<file path="config.mk">
export PLATFORM = sky130hd
export DESIGN_NAME = slice_sequencer
export DESIGN_NICKNAME = d
export VERILOG_FILES = /design/src/rtl/slice_seq_pkg.sv /design/src/rtl/slice_seq_ctrl.sv /design/src/rtl/slice_seq_dp.sv /design/src/rtl/slice_sequencer.sv
export SDC_FILE = /design/constraint.sdc
export NUM_CORES = 1
export LEC_CHECK = 0
export BUFFER_PORTS_ARGS = -buffer_cell sky130_fd_sc_hd__buf_2
export CORE_MARGIN = 2
export CORE_UTILIZATION = 55
export CTS_CLUSTER_DIAMETER = 60
export DETAILED_ROUTE_END_ITERATION = 8
export GPL_TIMING_DRIVEN = 0
export PLACE_DENSITY = 0.83
export SKIP_LAST_GASP = 1
export SYNTH_ARGS = -nofsm -noshare
export SYNTH_HDL_FRONTEND = slang
export SYNTH_SLANG_ARGS = --single-unit
</file>
<file path="constraint.sdc">
create_clock -name clk -period 4 [get_ports clk]
set_clock_uncertainty 0.05 [all_clocks]
set_input_delay 0.4 -clock clk [delete_from_list [all_inputs] [get_ports clk]]
set_output_delay 0.4 -clock clk [all_outputs]
set_load 0.01 [all_outputs]
</file>
<file path="src/rtl/slice_seq_pkg.sv">
package slice_seq_pkg;

  typedef enum logic [1:0] {
    OP_NONE = 2'd0,
    OP_JUMP = 2'd1,
    OP_CALL = 2'd2,
    OP_RET  = 2'd3
  } ctrlOpE;

  typedef enum logic [2:0] {
    CC_ALWAYS   = 3'd0,
    CC_CARRY    = 3'd1,
    CC_ZERO     = 3'd2,
    CC_EQUAL    = 3'd3,
    CC_ABOVE    = 3'd4,
    CC_ABOVE_EQ = 3'd5,
    CC_BELOW    = 3'd6,
    CC_BELOW_EQ = 3'd7
  } condCodeE;

  // strobes from control to datapath
  typedef struct packed {
    logic loadTarget;
    logic push;
    logic pop;
    logic setErr;
  } seqStrobeT;

endpackage

</file>
<file path="src/rtl/slice_seq_ctrl.sv">
module slice_seq_ctrl
  import slice_seq_pkg::*;
(
  input  logic       clk,
  input  logic       rstN,
  input  logic [1:0] ctrlOp,
  input  logic [2:0] condSel,
  input  logic       condNeg,
  input  logic       carryFlag,
  input  logic       zeroFlag,
  input  logic       stackFull,
  input  logic       stackEmpty,
  output seqStrobeT  strb
);

  logic condRaw;
  logic condTrue;

  always_comb begin
    unique case (condCodeE'(condSel))
      CC_ALWAYS:   condRaw = 1'b1;
      CC_CARRY:    condRaw = carryFlag;
      CC_ZERO:     condRaw = zeroFlag;
      CC_EQUAL:    condRaw = zeroFlag;
      CC_ABOVE:    condRaw = ~carryFlag & ~zeroFlag;
      CC_ABOVE_EQ: condRaw = ~carryFlag;
      CC_BELOW:    condRaw = carryFlag;
      CC_BELOW_EQ: condRaw = carryFlag | zeroFlag;
      default:     condRaw = 1'b0;
    endcase
    condTrue = condRaw ^ condNeg;
  end

  always_comb begin
    strb = '0;
    if (condTrue) begin
      unique case (ctrlOpE'(ctrlOp))
        OP_JUMP: strb.loadTarget = 1'b1;
        OP_CALL: begin
          if (stackFull) begin
            strb.setErr = 1'b1;
          end else begin
            strb.push       = 1'b1;
            strb.loadTarget = 1'b1;
          end
        end
        OP_RET: begin
          if (stackEmpty) strb.setErr = 1'b1;
          else            strb.pop    = 1'b1;
        end
        default: ;
      endcase
    end
  end

  AST_FULL_BLOCKS_PUSH: assert property (@(posedge clk) disable iff (!rstN)
    stackFull |-> !strb.push);
  AST_EMPTY_BLOCKS_POP: assert property (@(posedge clk) disable iff (!rstN)
    stackEmpty |-> !strb.pop);
  AST_IDLE_NO_STROBE: assert property (@(posedge clk) disable iff (!rstN)
    (ctrlOp == 2'd0) |-> (strb == '0));

endmodule

</file>
<file path="src/rtl/slice_seq_dp.sv">
module slice_seq_dp
  import slice_seq_pkg::*;
#(
  parameter int ADDR_W = 8,
  parameter int DEPTH  = 8
) (
  input  logic              clk,
  input  logic              rstN,
  input  seqStrobeT         strb,
  input  logic [ADDR_W-1:0] target,
  output logic [ADDR_W-1:0] sliceAddr,
  output logic              stackFull,
  output logic              stackEmpty,
  output logic              stackErr
);

  localparam int SP_W  = $clog2(DEPTH + 1);
  localparam int IDX_W = (DEPTH > 1) ? $clog2(DEPTH) : 1;
  localparam logic [SP_W-1:0]   SP_FULL = SP_W'(DEPTH);
  localparam logic [ADDR_W-1:0] ADDR_ONE = ADDR_W'(1);

  logic [ADDR_W-1:0] stackMem [DEPTH];
  logic [SP_W-1:0]   sp;
  logic [ADDR_W-1:0] pc;
  logic [ADDR_W-1:0] pcPlusOne;
  logic [ADDR_W-1:0] nextPc;
  logic [IDX_W-1:0]  wrIdx;
  logic [IDX_W-1:0]  rdIdx;
  logic              errQ;

  assign pcPlusOne  = pc + ADDR_ONE;
  assign stackFull  = (sp == SP_FULL);
  assign stackEmpty = (sp == '0);
  assign wrIdx      = IDX_W'(sp);
  assign rdIdx      = IDX_W'(sp - 1'b1);

  always_comb begin
    if (strb.pop)             nextPc = stackMem[rdIdx];
    else if (strb.loadTarget) nextPc = target;
    else                      nextPc = pcPlusOne;
  end

  always_ff @(posedge clk) begin
    if (!rstN) begin
      pc   <= '0;
      sp   <= '0;
      errQ <= 1'b0;
    end else begin
      pc <= nextPc;
      if (strb.push)      sp <= sp + 1'b1;
      else if (strb.pop)  sp <= sp - 1'b1;
      if (strb.setErr) errQ <= 1'b1;
    end
  end

  always_ff @(posedge clk) begin
    if (rstN && strb.push) stackMem[wrIdx] <= pcPlusOne;
  end

  assign sliceAddr = pc;
  assign stackErr  = errQ;

  AST_STEP_ONE: assert property (@(posedge clk) disable iff (!rstN)
    (!strb.loadTarget && !strb.pop) |=> (sliceAddr == $past(sliceAddr) + ADDR_ONE));
  AST_TARGET_LOAD: assert property (@(posedge clk) disable iff (!rstN)
    strb.loadTarget |=> (sliceAddr == $past(target)));
  AST_SP_RANGE: assert property (@(posedge clk) disable iff (!rstN)
    sp <= SP_FULL);
  AST_ERR_STICKY: assert property (@(posedge clk) disable iff (!rstN)
    stackErr |=> stackErr);
  AST_ERR_HOLDS_SP: assert property (@(posedge clk) disable iff (!rstN)
    strb.setErr |=> (sp == $past(sp)));
  AST_PUSH_GROWS: assert property (@(posedge clk) disable iff (!rstN)
    strb.push |=> (sp == $past(sp) + 1'b1));
  AST_POP_SHRINKS: assert property (@(posedge clk) disable iff (!rstN)
    strb.pop |=> (sp == $past(sp) - 1'b1));

endmodule

</file>
<file path="src/rtl/slice_sequencer.sv">
module slice_sequencer
  import slice_seq_pkg::*;
#(
  parameter int ADDR_W = 8,
  parameter int DEPTH  = 8
) (
  input  logic              clk,
  input  logic              rstN,
  input  logic [1:0]        ctrlOp,
  input  logic [2:0]        condSel,
  input  logic              condNeg,
  input  logic [ADDR_W-1:0] target,
  input  logic              carryFlag,
  input  logic              zeroFlag,
  output logic [ADDR_W-1:0] sliceAddr,
  output logic              stackErr
);

  seqStrobeT strb;
  logic      stackFull;
  logic      stackEmpty;

  slice_seq_ctrl uCtrl (
    .clk        (clk),
    .rstN       (rstN),
    .ctrlOp     (ctrlOp),
    .condSel    (condSel),
    .condNeg    (condNeg),
    .carryFlag  (carryFlag),
    .zeroFlag   (zeroFlag),
    .stackFull  (stackFull),
    .stackEmpty (stackEmpty),
    .strb       (strb)
  );

  slice_seq_dp #(
    .ADDR_W (ADDR_W),
    .DEPTH  (DEPTH)
  ) uDp (
    .clk        (clk),
    .rstN       (rstN),
    .strb       (strb),
    .target     (target),
    .sliceAddr  (sliceAddr),
    .stackFull  (stackFull),
    .stackEmpty (stackEmpty),
    .stackErr   (stackErr)
  );

  AST_NO_PUSH_AND_POP: assert property (@(posedge clk) disable iff (!rstN)
    !(strb.push && strb.pop));

endmodule

</file>
==> summary by stage <==
Finish
The finished layout holds 366 standard cells, fillers aside. In the final layout, the share of cells above drive strength 1 is 35.99%. For this run, the post-layout net count is around 300. After filler insertion, the fill cell instance count of the layout stands at 437. The repair_antennas step left the layout with diodes totalling 0. The layout-stage area growth over the synthesis result is 15.90%.

Power and ir drop
Net switching is a little under a third of the power. The total power draw is 0.001951 W. Internal power comes to between 0.001 and 0.0015 W.

VDD sags by at most ~0.00031 V. Of the total power, combinational logic draws 22.5%. The power density over the cells is 466.0 nW/um2. For this design the total switching power over the nets is 0.0006073 W. The share of total power in the clock network is 28.8%. The leakage power figure is 1.465 nW. Sequential cells account for 48.7% of the total power.

Route
The number of detailed-routing iterations run before antenna repair is 7. Dividing the detail-routed via count by the number of cells gives 6.555. The total vias in the final route is around 2400. After detailed routing, the total wire length is 7.873 mm.

For this run, design rule violations remaining after detail routing come to 0. After detailed routing, the average wire length per cell comes to around 22 um. The number of DRC violations after detailed-routing iteration 0 is 391. The residual antenna-violating net count after detailed routing is 0.

Floorplan
The count of pins on the block boundary is 27. The width of the die is 85.04 um. Row generation in the floorplan step produced 29 rows. The area of the placeable core is around 6300 um2. The initial core utilization is approximately 57%. The floorplan die area is 7232 um2. The die height is 85.04 um.

GRT
The routing layer with the top usage in global route is met2. The total global routing track utilization is 23.08%. Summed over all layers, the global routing overflow is 0. For met2 alone, demand over resource in global routing was between 30% and 40%. The via count of the first global-routing pass is 2346. The initial antenna violation count is 0. The first global-routing pass estimated around 12 mm of wire.

The pin count of the biggest net entering global routing is 17. Global routing used under 10% of the available met3 tracks. The met1 demand-to-capacity share in global routing is 30.14%.

Clocking
The number of buffers added by the clock tree synthesis step is 9. After clock tree synthesis, the clock-pin slew on the worst setup and hold paths is 0.09 ns. CTS placed an instance of sky130_fd_sc_hd__clkbuf_8 at the clock tree root. The CTS tree is done. CTS built an H-tree with a depth of 3. After clock tree synthesis, the flow added hold-fix buffers numbering 0.

The clock sink count is 77. The deepest clock path buffer count is 2. The clock latency of the later-clocked register in the worst-skew pair is around 0.37 ns.

Synthesis
sky130_fd_sc_hd__edfxtp_1 takes more of the synthesized area than any other cell. The cell area after synthesis is about 3600 um2. The count of warnings emitted by yosys is 0. For this run, the leading register cell type out of synthesis is sky130_fd_sc_hd__edfxtp_1. In the synthesized netlist the async set-or-reset flop fraction comes to 0%. The most common cell in the synthesized netlist is sky130_fd_sc_hd__edfxtp_1. The synthesized flop and latch total is between 70 and 80. The synthesized netlist cell count is 239. When the netlist entered floorplanning its net count stood at 263. In this run, synthesis inferred between 60 and 70 flip-flops with an integrated enable. Summing the sequential cell areas from Yosys gives 60.41% of the chip area. The area fraction of the dominant cell type after synthesis is 53.20%.

The synthesized netlist contains 54 unique library cells. Ranked by instance count, the synthesized netlist is headed by 64 x sky130_fd_sc_hd__edfxtp_1, 18 x sky130_fd_sc_hd__a21oi_1, 16 x sky130_fd_sc_hd__mux4_2, 14 x sky130_fd_sc_hd__inv_1, 13 x sky130_fd_sc_hd__dfxtp_1. After synthesis, the cell types taking the most area are sky130_fd_sc_hd__edfxtp_1 53%, sky130_fd_sc_hd__mux4_2 10%, sky130_fd_sc_hd__dfxtp_1 7.2%, sky130_fd_sc_hd__a2111oi_2 2.9%, sky130_fd_sc_hd__a21oi_1 2.5%. The mean instance size in the synthesized netlist is 15.11 um2.

Timing
In the finished design, the share of the clock period the worst path needs comes to 95.35%. Setup violations remaining at the end of the flow were counted as 0. In the post-route analysis, the smallest setup slack over all paths is 0.1861 ns. The worst pin sits at a relative slew slack of 38.29%. The smallest clock period supported by the final layout is computed as between 3 and 4 ns. The number of endpoints with negative hold slack in the final report is 0. The number of pins with negative max-slew slack in the final report is 0. For the pin with the worst max-slew slack, the measured transition is 0.9225 ns. The highest clock frequency the design can meet is 262.2 MHz.

Worst setup path
The required time at the endpoint of the critical path is 4.02 ns. The number of cells on the worst reg-to-reg path is 10. The kind of end point of the critical path is a register. The kind of launch point of the worst setup path is a register. The critical path launch point is uDp.sp[0]. The arrival time reported for the critical path endpoint is 3.83 ns. The critical register-to-register path endpoint is uDp.stackMem[4][5]. Across all register-to-register paths, the minimum setup slack is 0.19 ns. The worst setup path is of the reg -> reg kind.

The startpoint of the lowest-slack register-to-register path is uDp.sp[0]. In this run the worst path has a maximum fanout of 10.

Run
The max-cap check violation count is 0.

Place
The half-perimeter wire length after placement is 5.469 mm. Prior to clock tree synthesis, the placed netlist has a worst setup slack of 0.05562 ns. The number of instances in the placed design is 350. The count of port buffers added during placement is 26.

The congestion estimate from routability-driven global placement came to about 0.83.

Hold path
The path with the worst hold slack has its endpoint at uDp.stackErr. The worst hold path begins at rstN. The worst hold path stage count is 2. The worst min-delay path category is in -> reg.

Status
The run finished with clean final reports.
[cell usage in the layout, fill, tap and decap left out, drive strengths merged, types with 6 or more instances in the layout]
master	netlist	routed
edfxtp	64	64
buf	6	40
a21oi	18	18
inv	14	18
mux4	16	16
dfxtp	13	13
clkbuf	3	12
nor4	11	11
mux2	8	8
a2111oi	7	7
nand2	7	7
ha	6	6
[power groups by stage]
stage / sequential [W] / combinational, W / clock, W
6_report: 0.000950 / 0.000439 / 0.000561
5_1_grt: 0.000954 / 0.000470 / 0.000604
4_1_cts: 0.000950 / 0.000423 / 0.000570
3_5_place_dp: 0.000968 / 0.000417 / 0
3_3_place_gp: 0.000966 / 0.000390 / 0
2_1_floorplan: 0.000969 / 0.000288 / 0
[final cells by class]
| type | instances | area [um2] | area share [%] |
|---|---|---|---|
| clock buffers | 9 | 123.9 | 2.959 |
| repair buffers | 34 | 190.2 | 4.543 |
| well taps | 77 | 96.34 | 2.301 |
| flip-flops and latches | 77 | 2182 | 52.12 |
| clock inverters | 7 | 63.81 | 1.524 |
| plain buffers | 9 | 52.55 | 1.255 |
| inverters | 14 | 52.55 | 1.255 |
| multi-input cells | 139 | 1425 | 34.04 |
[sequential cells by signal (all words and copies together), names as in the netlist]
register,cells
uDp.sp,4
uDp.stackMem,64
uDp.sliceAddr,8
uDp.stackErr,1
[worst max-delay path by stage]
stage | depth (start not counted) | slack, ns | endpoint
3_3_place_gp | 9 | -0.46 | uDp.stackMem[3][2]
3_5_place_dp | 10 | 0.06 | uDp.stackMem[3][6]
4_1_cts | 10 | 0.008 | uDp.stackMem[2][5]
2_1_floorplan | 9 | 0.59 | uDp.stackMem[0][0]
5_1_grt | 10 | -0.04 | uDp.stackMem[2][3]
6_report | 10 | 0.19 | uDp.stackMem[4][5]
[per-stage QoR]
step | setup TNS [ns] | hold WS [ns] | utilization (%) | cell area (um2)
floorplan | 0 | 0.4594 | - | 3612
global placement | -25.96 | 0.3943 | 60.45 | 3839
detailed placement | 0 | 0.4047 | 62.19 | 3949
CTS | 0 | 0.2657 | 65.14 | 4136
global route | -0.4465 | 0.2841 | 65.93 | 4187
finish | 0 | 0.2880 | 65.93 | 4187
[critical path, stage by stage, from the launching register on]
cell,delay (ns)
sky130_fd_sc_hd__dfxtp_1,0.37
sky130_fd_sc_hd__buf_4,0.22
sky130_fd_sc_hd__buf_2,0.37
sky130_fd_sc_hd__buf_2,0.34
sky130_fd_sc_hd__inv_1,0.26
sky130_fd_sc_hd__ha_1,0.36
sky130_fd_sc_hd__nor2b_1,0.20
sky130_fd_sc_hd__a21boi_2,0.31
sky130_fd_sc_hd__nand2_2,0.29
sky130_fd_sc_hd__nor4_2,0.49
sky130_fd_sc_hd__buf_4,0.26
[layer usage]
layer	vias to the layer above	wire length (um)
met5	-	0
met1	1189	3122
met2	118	3900
met3	24	563
met4	0	286
li1	1068	-
[cells by family after synthesis]
family	count (synthesis)	synth area share, %
flip-flops	77	60.41
XOR/XNOR	8	1.940
multiplexers	25	12.75
AO/OA/AOI/OAI	51	11.88
buffers and inverters	23	2.909
adder cells (fa/ha/maj)	6	2.078
AND/OR/NAND/NOR	49	8.037
[repair_timing]
item / 4_1_cts / 5_1_grt
setup buffers: 0 / 0
endpoints found under the setup margin: 0 / 58
gates resized for setup: 0 / 7
Power figures use the tool's default switching activity.
